===== config.mk =====
export PLATFORM = sky130hd
export DESIGN_NAME = tmr_slave_counter
export DESIGN_NICKNAME = d
export VERILOG_FILES = /design/src/rtl/tmr_pkg.sv /design/src/rtl/tmr_sync.sv /design/src/rtl/tmr_enc_dec.sv /design/src/rtl/tmr_mode_ctrl.sv /design/src/rtl/tmr_count_core.sv /design/src/rtl/tmr_slave_counter.sv
export SDC_FILE = /design/constraint.sdc
export NUM_CORES = 1
export LEC_CHECK = 0
export BUFFER_PORTS_ARGS = -buffer_cell sky130_fd_sc_hd__buf_2
export CAP_MARGIN = 20
export CORE_ASPECT_RATIO = 0.8
export CORE_UTILIZATION = 35
export DETAILED_ROUTE_END_ITERATION = 8
export PLACE_DENSITY_LB_ADDON = 0.25
export REMOVE_ABC_BUFFERS = 1
export SLEW_MARGIN = 20
export SYNTH_ARGS = -nofsm -noshare
export SYNTH_HDL_FRONTEND = slang
export SYNTH_HIERARCHICAL = 1
export SYNTH_SLANG_ARGS = --single-unit

===== constraint.sdc =====
create_clock -name clk -period 2.38 [get_ports clk]
set_input_delay 0 -clock clk [delete_from_list [all_inputs] [get_ports clk]]
set_output_delay 0 -clock clk [all_outputs]
set_load 0.1 [all_outputs]

===== src/rtl/tmr_pkg.sv =====
`timescale 1ns/1ps
// Package tmr_pkg: slave-mode codes and the step request passed from mode
// control to the counter core. Codes 4 and 7 are unassigned (halt).
package tmr_pkg;
    localparam logic [2:0] SM_FREE      = 3'd0;
    localparam logic [2:0] SM_ENC_A     = 3'd1;
    localparam logic [2:0] SM_ENC_B     = 3'd2;
    localparam logic [2:0] SM_ENC_AB    = 3'd3;
    localparam logic [2:0] SM_GATED     = 3'd5;
    localparam logic [2:0] SM_TRIGGERED = 3'd6;

    // One counting request for the current clock.
    typedef struct packed {
        logic step;   // advance this clock
        logic down;   // 1 = decrement
    } step_req_t;
endpackage


===== src/rtl/tmr_sync.sv =====
`timescale 1ns/1ps
// Module tmr_sync: multi-flop synchroniser for a vector of asynchronous
// inputs. Assumes each bit is independent (no bus coherency implied) and
// STAGES >= 2. Output is the last stage of the chain.
module tmr_sync #(
    parameter int WIDTH  = 3,
    parameter int STAGES = 2
) (
    input  logic             clk,
    input  logic             rst_n,
    input  logic [WIDTH-1:0] d_in,
    output logic [WIDTH-1:0] q_out
);
    logic [STAGES-1:0][WIDTH-1:0] chain_q;

    // Shift the raw inputs through the flop chain.
    always_ff @(posedge clk) begin
        if (!rst_n) begin
            chain_q <= '0;
        end else begin
            chain_q[0] <= d_in;
            for (int s = 1; s < STAGES; s++) begin
                chain_q[s] <= chain_q[s-1];
            end
        end
    end

    assign q_out = chain_q[STAGES-1];
endmodule


===== src/rtl/tmr_enc_dec.sv =====
`timescale 1ns/1ps
// Module tmr_enc_dec: quadrature decoder on synchronised channels.
// Detects single-channel changes against the previous sample; a change of
// both channels at once is discarded. Up when A leads B. Which channel's
// edges produce steps is chosen by cnt_a / cnt_b.
module tmr_enc_dec (
    input  logic                   clk,
    input  logic                   rst_n,
    input  logic                   a_s,
    input  logic                   b_s,
    input  logic                   cnt_a,
    input  logic                   cnt_b,
    output tmr_pkg::step_req_t     enc_req
);
    logic a_q, b_q;
    logic a_only, b_only;

    // Keep the previous synchronised sample of both channels.
    always_ff @(posedge clk) begin
        if (!rst_n) begin
            a_q <= 1'b0;
            b_q <= 1'b0;
        end else begin
            a_q <= a_s;
            b_q <= b_s;
        end
    end

    assign a_only = (a_s ^ a_q) & ~(b_s ^ b_q);
    assign b_only = (b_s ^ b_q) & ~(a_s ^ a_q);

    // Turn a valid single-channel change into a step and direction.
    always_comb begin
        enc_req.step = (cnt_a & a_only) | (cnt_b & b_only);
        if (a_only) begin
            enc_req.down = (a_s == b_s);
        end else begin
            enc_req.down = (a_s != b_s);
        end
    end
endmodule


===== src/rtl/tmr_mode_ctrl.sv =====
`timescale 1ns/1ps
// Module tmr_mode_ctrl: decodes the slave-mode field into a per-clock step
// request. Holds the trigger edge history and the "started" flag of the
// triggered mode. Inputs are already synchronised.
module tmr_mode_ctrl
    import tmr_pkg::*;
(
    input  logic      clk,
    input  logic      rst_n,
    input  logic [2:0] mode_sel,
    input  logic      cnt_en,
    input  logic      dir_down,
    input  logic      trig_s,
    input  step_req_t enc_req,
    output logic      cnt_a,
    output logic      cnt_b,
    output step_req_t req
);
    logic trig_q;
    logic started_q;
    logic trig_rise;

    assign trig_rise = trig_s & ~trig_q;
    assign cnt_a = (mode_sel == SM_ENC_A) || (mode_sel == SM_ENC_AB);
    assign cnt_b = (mode_sel == SM_ENC_B) || (mode_sel == SM_ENC_AB);

    // Trigger history and latch of the triggered-mode start.
    always_ff @(posedge clk) begin
        if (!rst_n) begin
            trig_q    <= 1'b0;
            started_q <= 1'b0;
        end else begin
            trig_q <= trig_s;
            if (mode_sel != SM_TRIGGERED || !cnt_en) begin
                started_q <= 1'b0;
            end else if (trig_rise) begin
                started_q <= 1'b1;
            end
        end
    end

    // Select the counting source for the current mode.
    always_comb begin
        req.step = 1'b0;
        req.down = dir_down;
        case (mode_sel)
            SM_FREE:      req.step = cnt_en;
            SM_GATED:     req.step = cnt_en & trig_s;
            SM_TRIGGERED: req.step = cnt_en & (started_q | trig_rise);
            SM_ENC_A, SM_ENC_B, SM_ENC_AB: req = enc_req;
            default:      req.step = 1'b0;
        endcase
    end
endmodule


===== src/rtl/tmr_count_core.sv =====
`timescale 1ns/1ps
// Module tmr_count_core: the counter register with preset-based wrap.
// Up past (or at) preset goes to 0; down from 0 loads preset; each raises
// a registered one-clock wrap pulse aligned with the new value.
module tmr_count_core
    import tmr_pkg::*;
#(
    parameter int CNT_W = 16
) (
    input  logic             clk,
    input  logic             rst_n,
    input  step_req_t        req,
    input  logic [CNT_W-1:0] preset,
    output logic [CNT_W-1:0] count,
    output logic             wrap
);
    localparam logic [CNT_W-1:0] ONE = CNT_W'(1);

    // Advance, wrap or reload the count on a step request.
    always_ff @(posedge clk) begin
        if (!rst_n) begin
            count <= '0;
            wrap  <= 1'b0;
        end else begin
            wrap <= 1'b0;
            if (req.step) begin
                if (req.down) begin
                    if (count == '0) begin
                        count <= preset;
                        wrap  <= 1'b1;
                    end else begin
                        count <= count - ONE;
                    end
                end else begin
                    if (count >= preset) begin
                        count <= '0;
                        wrap  <= 1'b1;
                    end else begin
                        count <= count + ONE;
                    end
                end
            end
        end
    end
endmodule


===== src/rtl/tmr_slave_counter.sv =====
`timescale 1ns/1ps
// Module tmr_slave_counter: top of the slave-mode timer counter.
// Synchronises trigger and encoder inputs, decodes the mode into a step
// request and drives the counter core. Assumes asynchronous trig/enc inputs.
module tmr_slave_counter
    import tmr_pkg::*;
#(
    parameter int CNT_W       = 16,
    parameter int SYNC_STAGES = 2
) (
    input  logic             clk,
    input  logic             rst_n,
    input  logic [2:0]       mode_sel,
    input  logic             dir_down,
    input  logic             cnt_en,
    input  logic [CNT_W-1:0] preset,
    input  logic             trig_in,
    input  logic             enc_a,
    input  logic             enc_b,
    output logic [CNT_W-1:0] count,
    output logic             wrap
);
    localparam int N_ASYNC = 3;

    logic [N_ASYNC-1:0] sync_q;
    logic               trig_lvl;
    logic               cnt_a, cnt_b;
    step_req_t          enc_req;
    step_req_t          req;

    tmr_sync #(.WIDTH(N_ASYNC), .STAGES(SYNC_STAGES)) u_sync (
        .clk   (clk),
        .rst_n (rst_n),
        .d_in  ({enc_b, enc_a, trig_in}),
        .q_out (sync_q)
    );

    assign trig_lvl = sync_q[0];

    tmr_enc_dec u_enc (
        .clk     (clk),
        .rst_n   (rst_n),
        .a_s     (sync_q[1]),
        .b_s     (sync_q[2]),
        .cnt_a   (cnt_a),
        .cnt_b   (cnt_b),
        .enc_req (enc_req)
    );

    tmr_mode_ctrl u_ctrl (
        .clk      (clk),
        .rst_n    (rst_n),
        .mode_sel (mode_sel),
        .cnt_en   (cnt_en),
        .dir_down (dir_down),
        .trig_s   (trig_lvl),
        .enc_req  (enc_req),
        .cnt_a    (cnt_a),
        .cnt_b    (cnt_b),
        .req      (req)
    );

    tmr_count_core #(.CNT_W(CNT_W)) u_core (
        .clk    (clk),
        .rst_n  (rst_n),
        .req    (req),
        .preset (preset),
        .count  (count),
        .wrap   (wrap)
    );
endmodule


==> key figures, run 1 <==
Run
  – Max Cap Viol: 0

Clock network
  – Clk sinks: 27
  – H-Tree Depth: 1
  – Clock Latency Late Sink: around 0.28 ns
  – Inserted Clock Buffers: 3
  – Clk pin slew, worst setup/hold paths: 0.10 ns
  – CTS root buf: clkbuf_8
  – CTS Buffer Depth: 2
  – CTS tree: yes

Global routing
  – Initial antenna violation count: 0
  – All-Layer GR Usage: 21.1%
  – First-pass GRT wire length: 12100 µm
  – Vias in the first global route: 2373
  – Global route total overflow: 0
  – Largest net degree at the start of global routing: 25

Timing
  – Final max-slew violation count: 0
  – Final setup fails: 0
  – Peak Freq: 0.429 GHz
  – Fin crit share: between 90% and 100%
  – Crit path time final: 2.33 ns
  – Slew margin rel.: 67.5%
  – Worst Tran Pin Value: 0.492 ns
  – Final Hold Vio Count: 0
  – Slack of the critical path: 0.0488 ns
  – RSZ-0062 raised after global routing: no
  – Max Clock Skew: about 0.011 ns

Synthesis
  – Cells after Synth: 321
  – Async SR Flop Fraction: 0%
  – Post-synth EDFFs: 0
  – Area fraction of the dominant cell type after synthesis: 22.3%
  – Synth Register Bits: 27
  – Yosys top cell by area: dfxtp_1
  – Mean Syn Cell Area: 7.56 µm²
  – Cell variety after synth: just over 60
  – Ys Warns: 6
  – Post-synthesis sequential area ratio: 22.3%
  – Synth area leaders: dfxtp_1 (22%), ha_1 (9.8%), inv_1 (4.2%), nand3_1 (3.9%), a21oi_1 (3.7%)
  – Top cells by count, synth: dfxtp_1 (27), inv_1 (27), ha_1 (19), nand3_1 (19)
  – Primary FF master, synth: dfxtp_1
  – Mapped cell area: 2430 µm²

Die
  – Die X: between 90 and 100 µm
  – FP Rows: 26
  – Top-Level Pins: 43
  – Die H: 76.5 µm
  – Core area: around 6500 µm²
  – Initial Util: between 30 and 40%
  – DIE AREA: 7270 µm²

Power
  – Pleak: 1.37 nW
  – NetSw: 0.000955 W
  – VDD IR max: around 0.37 mV
  – Clk pwr share: 13.4%
  – Int Pwr: between 0.001 and 0.0015 W
  – Combinational share of power: around three fifths
  – PwrDens: 676 nW/µm²
  – Net Sw Frac: 46.8%
  – Design Power: 0.00204 W
  – Flop pwr share: 25.4%

Placement
  – DPL Wire Length: roughly 5600 µm
  – Placer Congestion: ~0.90
  – Pre-CTS WS: -0.0140 ns
  – I/O Buffers: 42
  – Post-Place Cells: 458

Detailed routing
  – DRC viols: 0
  – Final WL: 7430 µm
  – Routed WL per cell: 15.9 µm
  – DRT Pass-1 Iters: 5
  – Vias per cell: around 5.6
  – Antenna Nets Post-Route: 0
  – 1st-iter DRT viols: 190
  – Via Count: 2628

Worst setup path
  – Data arrival, critical path: 2.55 ns
  – Cell family with most CP delay: compound AO/OA/AOI/OAI gates
  – Worst setup EP type: register
  – Slowest-stage cell, CP: dfxtp_1
  – Crit Path Category: reg -> reg
  – Worst path cell trace: ha_1 > a2111oi_0 > o21ai_0 > a211oi_2 > buf_4 > or2_4 > a21boi_1 > o31a_1
  – Crit start category: register
  – Crit path max fanout: 10
  – Crit path required time: 2.60 ns
  – Crit path buf inv count: 1
  – Largest stage delay on the critical path: 0.40 ns

Min path
  – Worst hold path class: in -> reg

Outcome
  – Status: complete, no violations

Finish
  – Antenna cells: 0
  – Synth-to-Final Area Change: 24.4%
  – Number of nets in the layout: 429
  – Fin cells: approximately 470
  – Share of post-route cells with drive strength above 1: 26.9%
-- power by group through the flow --
stage / Clock (W) / Combinational (W) / Sequential (W)
after global routing: 0.000294 / 0.00134 / 0.000524
after detailed placement: 0 / 0.00118 / 0.000530
after global placement: 0 / 0.00117 / 0.000528
after floorplan: 0 / 0.000532 / 0.000753
final: 0.000274 / 0.00125 / 0.000519
after CTS: 0.000281 / 0.00119 / 0.000519
-- flip-flops by register name (all words and copies together), names as in the netlist --
| signal | count |
|---|---|
| u_core/wrap | 1 |
| u_ctrl/started_q | 1 |
| u_ctrl/trig_q | 1 |
| u_core/count | 16 |
| u_enc/a_q | 1 |
| u_sync/q_out | 3 |
| u_sync/chain_q | 3 |
| u_enc/b_q | 1 |
-- layout make-up --
cell class              instances  area, µm²
clock buffers                   4       45.0
fillers                       662       3520
inverters                      27        101
multi-input cells             242       1680
flip-flops and latches         27        542
well taps                      84        105
repair buffers                 83        542
-- timing repair --
| action | 4_1_cts | 5_1_grt |
|---|---|---|
| buffers inserted | 0 | 2 |
| setup endpoints to repair | 1 | 7 |
| pin swaps | 0 | 1 |
| hold endpoints to repair | 3 | 0 |
| resized for setup | 3 | 8 |
| hold buffers | 3 | 0 |
-- kinds of logic (layout without fill, tap and decap cells) --
logic type,Yosys count,count (layout),share of synthesized area [%]
buffers and inverters,52,114,9.38
DFF,27,27,22.3
muxes,4,4,1.91
AOI/OAI and AO/OA,87,87,24.7
adders and majority gates,19,19,9.79
and+or+nand+nor,121,121,28.0
xor gates and xnor gates,11,11,3.97
-- path summary, 6_finish.rpt --
| check | slack, ns | start | cells after the start | to |
|---|---|---|---|---|
| setup reg to reg | 0.05 | u_core/count[5] | 8 | u_core/count[5] |
| hold / removal | 0.14 | rst_n | 3 | u_ctrl/started_q |
| setup / recovery | 0.05 | u_core/count[5] | 8 | u_core/count[5] |
| hold reg to reg | 0.44 | u_sync/chain_q[2] | 1 | u_sync/q_out[2] |
-- cell usage in the layout, fill, tap and decap left out, drive strengths merged, types with 5 or more instances in the layout --
cell type	netlist	final
xor2	6	6
o31a	5	5
nand2	16	16
o21ai	16	16
a21oi	18	18
nor3	9	9
nor4	7	7
inv	27	27
dfxtp	27	27
buf	11	80
a211oi	10	10
or4	5	5
ha	19	19
and2	9	9
nand4	10	10
nand3	19	19
o21a	6	6
nor2	19	19
xnor2	5	5
nor2b	8	8
-- worst reg2reg max path, stage by stage (launching register included) --
cell and delay [ns]:
dfxtp_1 0.40, ha_1 0.27, a2111oi_0 0.36, o21ai_0 0.20
a211oi_2 0.30, buf_4 0.17, or2_4 0.19, a21boi_1 0.24
o31a_1 0.15
-- through the flow --
stage                     area (µm²)  TNS, ns  util [%]  hold WS (ns)
after CTS                       2990        0      45.8         0.135
after floorplan                 2300   -13.09         -         0.112
final                           3020        0      46.2         0.143
after global routing            3020        0      46.2         0.170
after detailed placement        2910  -0.0140      44.4         0.204
after global placement          2910        0      44.4         0.200
-- routing by layer --
metal | track usage (%) | routed length, µm | vias to the layer above
met4 | 2.58 | 44 | 0
met3 | 2.89 | 639 | 7
met5 | 0 | 0 | -
li1 | - | - | 1304
met2 | 30.7 | 3130 | 113
met1 | 33.1 | 3620 | 1204
No activity file was read; power rests on OpenSTA's default activity.
==> run 2: changes to the inputs <==
- CORE_ASPECT_RATIO: 0.8 -> unset
- SLEW_MARGIN: 20 -> unset
==> run 2 against run 1 <==
Compared with the run above:
- fmax rose by 0.14%
- global-route usage rose by 0.41 points
- via count rose by 2.5%
- register-to-register slack barely moved
- routed wire length rose by 4.6%
- worst setup slack improved by 0.0032 ns
- largest power group unchanged
- hold slack got worse by 0.037 ns
- cell count fell by 2.1%
- flip-flop and latch count did not move
==> key figures, run 2 (synthesized netlist as in run 1, its figures left out) <==
Run
  – Max Cap Viol: 0

Finish
  – Commonest cells after routing, fill and taps aside: buf_2 (42), buf_4 (33), inv_1 (26)
  – Most common cell after layout, fill and taps aside: buf_2
  – Number of nets in the layout: 426
  – Synth-to-Final Area Change: 23.8%
  – Top reg by flops: u_core/count
  – Final Core Density: 46.0%
  – Fin cells: approximately 460
  – Share of post-route cells with drive strength above 1: between 20% and 30%
  – Max FFs per register: 16
  – Antenna cells: 0

Detailed routing
  – Final WL: 7780 µm
  – Antenna Nets Post-Route: 0
  – Routed WL per cell: between 15 and 20 µm
  – DRT Pass-1 Iters: 6
  – 1st-iter DRT viols: 234
  – DRC viols: 0
  – Via Count: 2695
  – Vias per cell: approximately 5.9

Timing
  – Fin crit share: 97.8%
  – Slew margin rel.: approximately two thirds
  – Fin Setup TNS: 0 ns
  – Hold WS: 0.106 ns
  – Crit path time final: 2.33 ns
  – Worst Tran Pin Value: between 0.4 and 0.5 ns
  – Final Hold Vio Count: 0
  – Final max-slew violation count: 0
  – Final setup fails: 0
  – RSZ-0062 raised after global routing: yes
  – Max Clock Skew: around 0.0042 ns
  – Peak Freq: roughly 0.43 GHz
  – Slack of the critical path: slightly above 0.05 ns

Power
  – PwrDens: 669 nW/µm²
  – VDD IR max: 0.369 mV
  – Pleak: ~1.4 nW

Die
  – Top-Level Pins: 43
  – DIE AREA: 7270 µm²
  – FP Rows: 29
  – Die X: 85.3 µm
  – Initial Util: 37.2%
  – Core area: 6530 µm²
  – Die H: around 85 µm

Placement
  – Post-Place Cells: 449
  – DPL Wire Length: 5670 µm
  – Placer Congestion: around 0.9
  – I/O Buffers: 42
  – Pre-CTS WS: 0.0502 ns

Global routing
  – All-Layer GR Usage: between 20% and 30%
  – First-pass GRT wire length: 12300 µm
  – Global route total overflow: 0
  – Initial antenna violation count: 0
  – Largest net degree at the start of global routing: 25
  – Vias in the first global route: 2539

Clock network
  – CTS Buffer Depth: 2
  – Clk sinks: 27
  – CTS root buf: clkbuf_8
  – Clk pin slew, worst setup/hold paths: roughly 0.11 ns
  – Inserted Clock Buffers: 3
  – CTS tree: yes
  – H-Tree Depth: 1
  – Clock Latency Late Sink: 0.29 ns

Worst setup path
  – Crit Path Category: reg -> reg
  – Crit start category: register
  – Data arrival, critical path: 2.52 ns
  – Worst setup EP type: register
  – Crit path max fanout: 6
  – Crit path required time: around 2.6 ns

Min path
  – Worst hold path class: in -> reg

Outcome
  – Status: complete, no violations
[run 2: path summary, 6_finish.rpt]
check	from	end	slack [ns]	cells after the start
max reg2reg	u_core/count[3]	u_core/count[14]	0.05	5
max	u_core/count[3]	u_core/count[14]	0.05	5
min	preset[13]	u_core/count[13]	0.11	3
min reg2reg	u_sync/chain_q[2]	u_sync/q_out[2]	0.44	1
[run 2: stage by stage]
| stage | power, W | cell area [µm²] |
|---|---|---|
| detailed placement | 0.00169 | 2880 |
| floorplan | 0.00129 | 2300 |
| CTS | 0.00199 | 2960 |
| global placement | 0.00167 | 2880 |
| finish | 0.00201 | 3010 |
| global route | 0.00213 | 3010 |
[run 2: timing repair]
action	CTS	global route
hold endpoints to repair	3	0
resized for setup	0	14
hold buffers	3	0
buffers inserted	0	1
setup endpoints to repair	0	17
[run 2: layout make-up]
| cell class | instances | area [µm²] |
|---|---|---|
| sequential | 27 | 543 |
| tap | 77 | 96.3 |
| clock inverter | 1 | 7.51 |
| inverter | 27 | 101 |
| timing repair buffer | 80 | 519 |
| multi-input combinational | 242 | 1700 |
| fill | 673 | 3530 |
| clock buffer | 3 | 41.3 |
[run 2: per-layer routing]
layer  track usage, %  vias up  wire (µm)
met1             27.0     1236       3280
met4             6.82        0        165
met2             37.0      147       3550
met5                0        -          0
met3             4.47       20        779
li1                 -     1292          -
[run 2: worst max-delay path, stage by stage (launching register included)]
cell	delay, ns
dfxtp_2	0.36
or4_4	0.53
or4_4	0.53
o311a_1	0.29
o31a_1	0.29
o31a_1	0.23
[run 2: where the power goes]
part           internal, W  switching [W]
combinational     0.000438       0.000762
clock             0.000120       0.000173
sequential        0.000486      0.0000328
total              0.00104       0.000968
==> run 3: changes to the inputs <==
--- a/config.mk
+++ b/config.mk
@@ -10,5 +10,5 @@
 export CORE_UTILIZATION = 35
 export DETAILED_ROUTE_END_ITERATION = 8
-export PLACE_DENSITY_LB_ADDON = 0.25
+export PLACE_DENSITY = 0.54
 export REMOVE_ABC_BUFFERS = 1
 export SYNTH_ARGS = -nofsm -noshare
==> constraint.sdc (replaced) <==
create_clock -name clk -period 2.9 [get_ports clk]
set_input_delay 0.435 -clock clk [delete_from_list [all_inputs] [get_ports clk]]
set_output_delay 0.435 -clock clk [all_outputs]
set_load 0.1 [all_outputs]
==> run 3 against run 2 <==
Compared with the run above:
- first-iteration DRC count down 19%
- fmax down 9.2%
- highest routed layer unchanged
- largest power group unchanged
- critical path depth up 2
==> key figures, run 3 (synthesized netlist as in run 1, its figures left out) <==
Placement
  – I/O Buffers: 42
  – Placer Congestion: 0.875
  – DPL Wire Length: 5410 µm
  – Pre-CTS WS: 0.0272 ns

Finish
  – Number of nets in the layout: 409
  – Max FFs per register: 16
  – Share of post-route cells with drive strength above 1: around 23%
  – Top reg by flops: u_core/count
  – Synth-to-Final Area Change: 16.5%
  – Most common cell after layout, fill and taps aside: buf_2
  – Commonest cells after routing, fill and taps aside: buf_2 (42), inv_1 (27), dfxtp_1 (27)
  – # fillers: 720
  – Antenna cells: 0
  – Final Core Density: between 40% and 50%

Global routing
  – Initial antenna violation count: 0
  – Vias in the first global route: 2295
  – Global route total overflow: 0
  – Largest net degree at the start of global routing: 25
  – First-pass GRT wire length: 12100 µm
  – All-Layer GR Usage: approximately a fifth

Detailed routing
  – Via Count: 2517
  – Vias per cell: 5.72
  – 1st-iter DRT viols: 190
  – Routed WL per cell: 16.9 µm
  – DRC viols: 0
  – DRT Pass-1 Iters: 5
  – Final WL: 7450 µm
  – Antenna Nets Post-Route: 0

Timing
  – Final Hold Vio Count: 0
  – Max Clock Skew: 0.0128 ns
  – Hold WS: roughly 0.35 ns
  – Final setup fails: 0
  – Crit path time final: 2.56 ns
  – Slack of the critical path: ~0.34 ns
  – RSZ-0062 raised after global routing: no
  – Peak Freq: about 0.39 GHz
  – Slew margin rel.: 61.7%
  – Worst Tran Pin Value: 0.568 ns
  – Fin crit share: 88.4%
  – Final max-slew violation count: 0

Die
  – Top-Level Pins: 43
  – Initial Util: a little under two fifths
  – FP Rows: 29
  – Core area: 6530 µm²
  – Die H: 85.3 µm
  – Die X: ~85 µm
  – DIE AREA: 7270 µm²

Run
  – Max Cap Viol: 0

Power
  – VDD IR max: 0.260 mV
  – Pleak: between 1 and 1.5 nW
  – PwrDens: 561 nW/µm²
  – Design Power: between 0.0015 and 0.002 W

Worst setup path
  – Cell family with most CP delay: compound AO/OA/AOI/OAI gates
  – Crit start category: register
  – Largest stage delay on the critical path: 0.46 ns
  – Crit path required time: 3.15 ns
  – Worst setup EP type: register
  – Crit path max fanout: 10
  – Data arrival, critical path: ~2.8 ns
  – Worst path cell trace: ha_1 > a2111oi_0 > o21ai_0 > a211oi_2 > o21ai_2 > o41ai_1 > a211o_1
  – Slowest-stage cell, CP: dfxtp_1
  – Crit path buf inv count: 0
  – Crit Path Category: reg -> reg

Clock network
  – Inserted Clock Buffers: 3
  – Post-CTS Setup Bufs: 0
  – CTS Buffer Depth: 2
  – CTS tree: yes
  – Clock Latency Late Sink: 0.29 ns
  – H-Tree Depth: 1
  – CTS Hold Bufs: 0
  – CTS root buf: clkbuf_8
  – Clk pin slew, worst setup/hold paths: between 0.1 and 0.15 ns
  – Post-CTS sizing: 0
  – Clk sinks: 27

Outcome
  – Status: complete, no violations

Min path
  – Worst hold path class: in -> reg
## run 3: changes by cell type in the layout (fill, tap and decap cells not counted), sizes merged
cell / before / now
buf: 77 / 63
dlygate4sd3: 3 / 0
## run 3: cell type report
class / instances / area [µm²] / share of cell area, %
sequential: 27 / 541 / 19.1
multi-input combinational: 242 / 1670 / 59.2
clock buffer: 3 / 41.3 / 1.46
tap: 77 / 96.3 / 3.41
clock inverter: 1 / 7.51 / 0.265
inverter: 27 / 101 / 3.58
timing repair buffer: 63 / 368 / 13.0
## run 3: through the flow
step | instances | TNS (ns) | instance area, µm²
4_1_cts | 440 | 0 | 2820
2_1_floorplan | 296 | -4.36 | 2300
6_report | 440 | 0 | 2830
5_1_grt | 440 | 0 | 2830
3_3_place_gp | 436 | 0 | 2770
3_5_place_dp | 436 | 0 | 2770
## run 3: metal layers
layer  vias to the layer above  part of all wire [%]  global-route usage [%]
met5                         -                     0                       0
met4                         0                  0.94                    5.61
met3                         8                   4.7                    2.43
met2                        70                    45                    33.3
met1                      1181                    49                    30.6
li1                       1258                     -                       -
## run 3: worst register-to-register path: cells and delay by family, from the launching register on
| kind | cells | cell delay (ns) |
|---|---|---|
| compound gates | 6 | 1.77 |
| fa+ha+maj | 1 | 0.30 |
| flops | 1 | 0.46 |
## run 3: where the power goes
part	leakage (nW)	internal, W	total (W)	switching, W
clock	0.0217	0.0000980	0.000237	0.000139
sequential	0.220	0.000398	0.000449	0.0000504
combinational	1.02	0.000314	0.000901	0.000587
## run 3: final timing paths
check,slack (ns),endpoint,cells after the start,from
worst max register to register,0.34,u_core/count[4],7,u_core/count[5]
worst max-delay path,0.34,u_core/count[4],7,u_core/count[5]
worst min register to register,0.45,u_sync/q_out[1],1,u_sync/chain_q[1]
worst min-delay path,0.35,u_sync/chain_q[1],2,enc_a
